`src/rtl/disp_bus_pkg.sv`:
```
package disp_bus_pkg;

  localparam int CFG_W  = 32;
  localparam int CNT_W  = 6;

  localparam int WSU_HI = 31, WSU_LO = 27;
  localparam int WST_HI = 26, WST_LO = 21;
  localparam int WHD_HI = 20, WHD_LO = 17;
  localparam int RSU_HI = 16, RSU_LO = 12;
  localparam int RST_HI = 11, RST_LO = 6;
  localparam int RHD_HI = 5,  RHD_LO = 2;
  localparam int GAP_HI = 1,  GAP_LO = 0;

  localparam logic [CNT_W-1:0] CNT_ZERO = '0;
  localparam logic [CNT_W-1:0] CNT_ONE  = CNT_W'(1);

  typedef enum logic [2:0] {
    PH_IDLE   = 3'd0,
    PH_SETUP  = 3'd1,
    PH_STROBE = 3'd2,
    PH_HOLD   = 3'd3,
    PH_TURN   = 3'd4
  } phase_e;

  typedef struct packed {
    logic [CNT_W-1:0] su;
    logic [CNT_W-1:0] st;
    logic [CNT_W-1:0] hd;
    logic [CNT_W-1:0] gap;
  } plen_t;

  function automatic logic [CNT_W-1:0] floor_one(input logic [CNT_W-1:0] v);
    return (v == CNT_ZERO) ? CNT_ONE : v;
  endfunction

  function automatic plen_t pick_lengths(input logic [CFG_W-1:0] w, input logic is_wr);
    plen_t r;
    if (is_wr) begin
      r.su = CNT_W'(w[WSU_HI:WSU_LO]);
      r.st = floor_one(CNT_W'(w[WST_HI:WST_LO]));
      r.hd = floor_one(CNT_W'(w[WHD_HI:WHD_LO]));
    end else begin
      r.su = CNT_W'(w[RSU_HI:RSU_LO]);
      r.st = floor_one(CNT_W'(w[RST_HI:RST_LO]));
      r.hd = floor_one(CNT_W'(w[RHD_HI:RHD_LO]));
    end
    r.gap = CNT_W'(w[GAP_HI:GAP_LO]);
    return r;
  endfunction

  function automatic logic on_bus(input phase_e p);
    return (p == PH_SETUP) || (p == PH_STROBE) || (p == PH_HOLD);
  endfunction

endpackage

```
`src/rtl/disp_cfg_decode.sv`:
```
module disp_cfg_decode
  import disp_bus_pkg::*;
(
  input  logic [CFG_W-1:0] cfg_word,
  input  logic             is_wr,
  output plen_t            lens
);

  always_comb lens = pick_lengths(cfg_word, is_wr);

endmodule

```
`src/rtl/disp_phase_seq.sv`:
```
module disp_phase_seq
  import disp_bus_pkg::*;
(
  input  logic   clk,
  input  logic   rst_n,
  input  logic   req_valid,
  input  logic   req_write,
  input  plen_t  in_lens,
  output logic   req_ready,
  output logic   accept,
  output phase_e nxt_phase,
  output logic   nxt_wr,
  output logic   rd_sample
);

  phase_e           phase;
  logic [CNT_W-1:0] cnt, nxt_cnt;
  logic             cur_wr;
  plen_t            cur_lens, nxt_lens;

  logic cnt_done, last_hold, last_turn, last_strobe;

  assign cnt_done    = (cnt == CNT_ZERO);
  assign last_hold   = (phase == PH_HOLD) && cnt_done;
  assign last_turn   = (phase == PH_TURN) && cnt_done;
  assign last_strobe = (phase == PH_STROBE) && cnt_done;

  assign req_ready = (phase == PH_IDLE) || last_turn ||
                     (last_hold && !cur_wr && !req_write);
  assign accept    = req_valid && req_ready;
  assign nxt_wr    = accept ? req_write : cur_wr;
  assign rd_sample = last_strobe && !cur_wr;

  always_comb begin
    nxt_phase = phase;
    nxt_cnt   = cnt;
    nxt_lens  = cur_lens;
    if (accept) begin
      nxt_lens = in_lens;
      if (in_lens.su != CNT_ZERO) begin
        nxt_phase = PH_SETUP;
        nxt_cnt   = in_lens.su - CNT_ONE;
      end else begin
        nxt_phase = PH_STROBE;
        nxt_cnt   = in_lens.st - CNT_ONE;
      end
    end else begin
      unique case (phase)
        PH_SETUP:
          if (cnt_done) begin
            nxt_phase = PH_STROBE;
            nxt_cnt   = cur_lens.st - CNT_ONE;
          end else nxt_cnt = cnt - CNT_ONE;
        PH_STROBE:
          if (cnt_done) begin
            nxt_phase = PH_HOLD;
            nxt_cnt   = cur_lens.hd - CNT_ONE;
          end else nxt_cnt = cnt - CNT_ONE;
        PH_HOLD:
          if (cnt_done) begin
            nxt_phase = PH_TURN;
            nxt_cnt   = cur_lens.gap;
          end else nxt_cnt = cnt - CNT_ONE;
        PH_TURN:
          if (cnt_done) nxt_phase = PH_IDLE;
          else          nxt_cnt   = cnt - CNT_ONE;
        default: nxt_phase = PH_IDLE;
      endcase
    end
  end

  always_ff @(posedge clk) begin
    if (!rst_n) begin
      phase    <= PH_IDLE;
      cnt      <= CNT_ZERO;
      cur_wr   <= 1'b0;
      cur_lens <= '0;
    end else begin
      phase    <= nxt_phase;
      cnt      <= nxt_cnt;
      cur_wr   <= nxt_wr;
      cur_lens <= nxt_lens;
    end
  end

  // the request port is closed while a strobe is active
  p_closed_in_strobe_r11: assert property (@(posedge clk) disable iff (!rst_n)
    (phase == PH_STROBE) |-> !req_ready);

  // a strobe is always followed by at least one hold cycle
  p_hold_follows_r4: assert property (@(posedge clk) disable iff (!rst_n)
    last_strobe |=> (phase == PH_HOLD));

  // a finished write always passes through the gap phase
  p_gap_after_write_r5: assert property (@(posedge clk) disable iff (!rst_n)
    (last_hold && cur_wr) |=> (phase == PH_TURN));

  // latched lengths only change when a transfer is accepted
  p_lens_frozen_r10: assert property (@(posedge clk) disable iff (!rst_n)
    (!$past(accept) && (phase != PH_IDLE)) |-> $stable(cur_lens));

endmodule

```
`src/rtl/disp_rd_capture.sv`:
```
module disp_rd_capture #(
  parameter int DATA_W = 16
) (
  input  logic              clk,
  input  logic              rst_n,
  input  logic              sample,
  input  logic [DATA_W-1:0] bus_din,
  output logic [DATA_W-1:0] rd_data,
  output logic              rd_valid
);

  always_ff @(posedge clk) begin
    if (!rst_n) begin
      rd_data  <= '0;
      rd_valid <= 1'b0;
    end else begin
      rd_valid <= sample;
      if (sample) rd_data <= bus_din;
    end
  end

  // a valid pulse lasts a single cycle
  p_valid_pulse_r8: assert property (@(posedge clk) disable iff (!rst_n)
    rd_valid |=> !rd_valid);

endmodule

```
`src/rtl/disp_bus_timer.sv`:
```
module disp_bus_timer
  import disp_bus_pkg::*;
#(
  parameter int DATA_W = 16
) (
  input  logic              clk,
  input  logic              rst_n,
  input  logic              req_valid,
  output logic              req_ready,
  input  logic              req_write,
  input  logic [DATA_W-1:0] req_wdata,
  input  logic [CFG_W-1:0]  cfg_word,
  output logic              bus_cs,
  output logic              bus_ale,
  output logic              bus_dir,
  output logic              bus_oe,
  output logic              bus_rd,
  output logic              bus_wr,
  output logic [DATA_W-1:0] bus_dout,
  input  logic [DATA_W-1:0] bus_din,
  output logic [DATA_W-1:0] rd_data,
  output logic              rd_valid
);

  plen_t  req_lens;
  logic   accept, nxt_wr, rd_sample;
  phase_e nxt_phase;
  logic   nxt_on_bus, nxt_strobe;

  disp_cfg_decode u_decode (
    .cfg_word (cfg_word),
    .is_wr    (req_write),
    .lens     (req_lens)
  );

  disp_phase_seq u_seq (
    .clk       (clk),
    .rst_n     (rst_n),
    .req_valid (req_valid),
    .req_write (req_write),
    .in_lens   (req_lens),
    .req_ready (req_ready),
    .accept    (accept),
    .nxt_phase (nxt_phase),
    .nxt_wr    (nxt_wr),
    .rd_sample (rd_sample)
  );

  disp_rd_capture #(.DATA_W(DATA_W)) u_capture (
    .clk      (clk),
    .rst_n    (rst_n),
    .sample   (rd_sample),
    .bus_din  (bus_din),
    .rd_data  (rd_data),
    .rd_valid (rd_valid)
  );

  assign nxt_on_bus = on_bus(nxt_phase);
  assign nxt_strobe = (nxt_phase == PH_STROBE);

  always_ff @(posedge clk) begin
    if (!rst_n) begin
      bus_cs   <= 1'b0;
      bus_ale  <= 1'b0;
      bus_dir  <= 1'b0;
      bus_oe   <= 1'b0;
      bus_rd   <= 1'b0;
      bus_wr   <= 1'b0;
      bus_dout <= '0;
    end else begin
      bus_cs  <= nxt_on_bus;
      bus_ale <= nxt_on_bus;
      bus_dir <= nxt_on_bus && nxt_wr;
      bus_oe  <= nxt_on_bus && nxt_wr;
      bus_rd  <= nxt_strobe && !nxt_wr;
      bus_wr  <= nxt_strobe && nxt_wr;
      if (accept && req_write) bus_dout <= req_wdata;
    end
  end

  // never both strobes at once
  p_one_strobe_r7: assert property (@(posedge clk) disable iff (!rst_n)
    !(bus_rd && bus_wr));

  // a strobe only appears inside an active select
  p_strobe_in_cs_r1: assert property (@(posedge clk) disable iff (!rst_n)
    (bus_rd || bus_wr) |-> bus_cs);

  // the data driver is off during a read strobe
  p_rd_no_drive_r9: assert property (@(posedge clk) disable iff (!rst_n)
    bus_rd |-> (!bus_oe && !bus_dir));

  // an accepted request puts the select on the bus next cycle
  p_accept_starts_r2: assert property (@(posedge clk) disable iff (!rst_n)
    (req_valid && req_ready) |=> bus_cs);

  // the select survives the falling strobe
  p_hold_after_strobe_r4: assert property (@(posedge clk) disable iff (!rst_n)
    $fell(bus_rd || bus_wr) |-> bus_cs);

endmodule

```
`config.mk`:
```
export PLATFORM = sky130hd
export DESIGN_NAME = disp_bus_timer
export DESIGN_NICKNAME = d
export VERILOG_FILES = /design/src/rtl/disp_bus_pkg.sv /design/src/rtl/disp_cfg_decode.sv /design/src/rtl/disp_phase_seq.sv /design/src/rtl/disp_rd_capture.sv /design/src/rtl/disp_bus_timer.sv
export SDC_FILE = /design/constraint.sdc
export NUM_CORES = 1
export LEC_CHECK = 0
export BUFFER_PORTS_ARGS = -buffer_cell sky130_fd_sc_hd__buf_2
export CAP_MARGIN = 20
export CORE_UTILIZATION = 58
export CTS_BUF_LIST = sky130_fd_sc_hd__clkbuf_4
export DETAILED_ROUTE_END_ITERATION = 16
export GPL_ROUTABILITY_DRIVEN = 0
export PLACE_DENSITY = 0.95
export SYNTH_ARGS = -nofsm -noshare
export SYNTH_HDL_FRONTEND = slang
export SYNTH_HIERARCHICAL = 1
export SYNTH_SLANG_ARGS = --single-unit
```
`constraint.sdc`:
```
create_clock -name clk -period 4 [get_ports clk]
set_input_delay 0 -clock clk [delete_from_list [all_inputs] [get_ports clk]]
set_output_delay 0 -clock clk [all_outputs]
set_load 0.01 [all_outputs]
```
==> reports/metrics.csv <==
stage,metric,value,unit
flow_run,drv_cap,0,
timing,fin_crit,2.80,ns
drt,drcViolationCount,0,
drt,postRouteAntennaNets,0,
synthesis,synth-seq-cells,65,
clock_tree,cts_root_buf,clkbuf_4,
synthesis,synth_cells,420,
synthesis,ys_warn_count,6,
power_and_ir_drop,leakage,0.00195,uW
timing,timing_hold_violations_final,1,
die,die-area,6650,um^2
synthesis,synth_commonest_cells,"nand2_1 (70), dfxtp_1 (65), mux2i_1 (21)",
clock_tree,clkLatencyLatePin,0.46,ns
setup_path,timing.rr.end,bus_dout[5],
clock_tree,tritoncts,done,
die,coreArea,6030,um^2
die,std_cell_rows,28,
clock_tree,cts_sinks,65,
die,die_h,81.5,um
drt,avgViaCountPerCell,5.96,
setup_path,end_kind,flop,
grt,grt_pass1_vias,3579,
timing,tightest_slew,0.647,ns
setup_path,path_class,reg -> reg,
clock_tree,htreeDepth,3,
setup_path,startpoint,u_seq/cnt[0],
outcome,run_status,finished with violations,
placement,numPortBuffers,107,
outcome,violations,hold timing,
synthesis,ys_seq_area_frac,0.355,
grt,antenna_found_initial,0,
final_layout,nNetsFinal,619,
final_layout,fillCellCount,375,
drt,wl,11.1,mm
power_and_ir_drop,finalPower,2260,uW
synthesis,synthFlopType,dfxtp_1,
grt,grt_pass1_wl,17.3,mm
die,initial_utilization,0.609,
clock_tree,cts_made_buffers,9,
setup_path,crit_end,bus_dout[5],
final_layout,area_growth_syn_to_layout,25.2,%
synthesis,synth.avg_cell_area,8.73,um^2
setup_path,crit_required,4.33,ns
drt,drt_iter0_drc,554,
die,ioPinCount,108,
setup_path,cp-start-kind,flop,
final_layout,drive_gt1_frac,0.290,
timing,maxSlewViolCount,0,
clock_tree,clockBufferDepth,2,
placement,place_hpwl,6.02,mm
synthesis,synth_largest_area_cell,dfxtp_1,
synthesis,ys_async_sr_fraction,0,
setup_path,r2r_start,u_seq/cnt[0],
synthesis,synthTopCellsByArea,"dfxtp_1 (35%), nand2_1 (7.2%), mux2i_1 (5.7%)",
timing,rsz0062_at_grt,no,
min_path,hold_class,in -> reg,
synthesis,synth_most_common_cell,nand2_1,
power_and_ir_drop,ir_drop,0.000321,V
setup_path,worst-path-max-fanout,42,
setup_path,r2r_slack,1.20,ns
timing,post-route-period-util,0.699,
drt,wl_per_cell,17.6,um
timing,holdWs,-0.00399,ns
timing,skew,0.0483,ns
timing,slew_headroom,0.568,
synthesis,synth-edff-count,0,
grt,gr-usage-all-layers,0.350,
timing,fmax,358,MHz
synthesis,yosysTopAreaCellShare,0.355,
clock_tree,post_cts_resized,0,
die,die_w,81.5,um
setup_path,r2r_cells,9,
clock_tree,clkTransAtPathRegs,0.16,ns
drt,firstDrtPassIters,7,
grt,grt_max_degree,80,
synthesis,netlist-cell-type-count,55,
timing,setup_viol,0,
setup_path,crit_arrival,3.12,ns
power_and_ir_drop,power.density,493,nW/um^2
synthesis,syn_area,3670,um^2
timing,finalSetupTns,0,ns
final_layout,fin_util,0.762,
grt,grt.overflow.total,0,
drt,vias,3742,
min_path,hold_depth,4,
[area by class of cell]
class	instances	area (um^2)	area share
Multi-Input combinational cell	312	2050	0.447
Sequential cell	65	1300	0.283
Timing Repair Buffer	148	951	0.207
Tap cell	75	93.8	0.0204
Clock inverter	7	77.6	0.0169
Clock buffer	9	67.6	0.0147
Inverter	11	43.8	0.00954
Antenna cell	1	2.50	0.000545
[flip-flops by register name, indices dropped and copies added (netlist names)]
register            count
u_seq/cur_lens         18
bus_dout               16
u_capture/rd_data      16
u_seq/cnt               6
u_seq/phase             3
bus_ale                 1
bus_oe                  1
bus_rd                  1
bus_wr                  1
u_capture/rd_valid      1
u_seq/cur_wr            1
[placed cells by master, fill, tap and decap left out, drive strengths merged, types with 8 or more instances in the layout]
cell type    count
mux2            14
xnor2            8
nor3            14
inv             13
dlygate4sd3     38
a21oi           18
o21ai           27
nand2           71
nand4           18
buf            110
clkbuf           9
dfxtp           65
a21boi          20
nor2b           18
mux2i           21
nor2            19
[layer usage]
metal  part of all wire  vias up  track usage
li1                   -     1707            -
met5                  0        -            0
met4              0.066        0        0.273
met2               0.50      241        0.595
met1               0.35     1724        0.365
met3              0.080       70       0.0956
[worst max-delay path, cell delays in order, from the launching register on]
cell and delay (ns):
dfxtp_1 0.37, inv_1 0.10, ha_1 0.27, nor2b_1 0.23, and2_1 0.34, o2bb2ai_4 0.17, nand2_4 0.22, inv_4 0.39
and2_4 0.38, o21ai_0 0.22
[logic make-up after synthesis]
logic type                 share of synthesized area
muxes                                          0.108
AOI/OAI and AO/OA                              0.171
xor gates and xnor gates                      0.0310
adders and majority gates                     0.0136
and+or+nand+nor                                0.227
buffers and inverters                         0.0931
DFF                                            0.355
other                                        0.00102
[power by group]
| part | switching (uW) | internal (uW) | leakage, uW |
|---|---|---|---|
| sequential | 119 | 743 | 0.000531 |
| clock | 291 | 195 | 0.0000769 |
| combinational | 541 | 375 | 0.00134 |
| total | 951 | 1310 | 0.00195 |
[timing repair]
action | in CTS | in global routing
hold buffers | 37 | 1
endpoints found under the hold margin | 36 | 6
buffers inserted | 0 | 0
[stage by stage]
stage | setup slack, ns | instance area [um^2] | std cells
after floorplan | 1.83 | 3690 | 426
after global placement | 1.49 | 4040 | 572
after detailed placement | 1.38 | 4040 | 572
after CTS | 1.37 | 4560 | 625
after global routing | 1.02 | 4590 | 627
final | 1.20 | 4590 | 628
[worst min-delay path by stage]
stage,from,end,slack (ns)
finish,cfg_word[3],u_seq/cur_lens[7],-0.004
global route,cfg_word[5],u_seq/cur_lens[9],0.05
CTS,cfg_word[3],u_seq/cur_lens[7],0.005
detailed placement,req_wdata[9],bus_dout[9],0.24
global placement,req_wdata[15],bus_dout[15],0.23
floorplan,rst_n,u_capture/rd_data[0],0.13
Note: power is estimated with default switching activity, not from simulation.
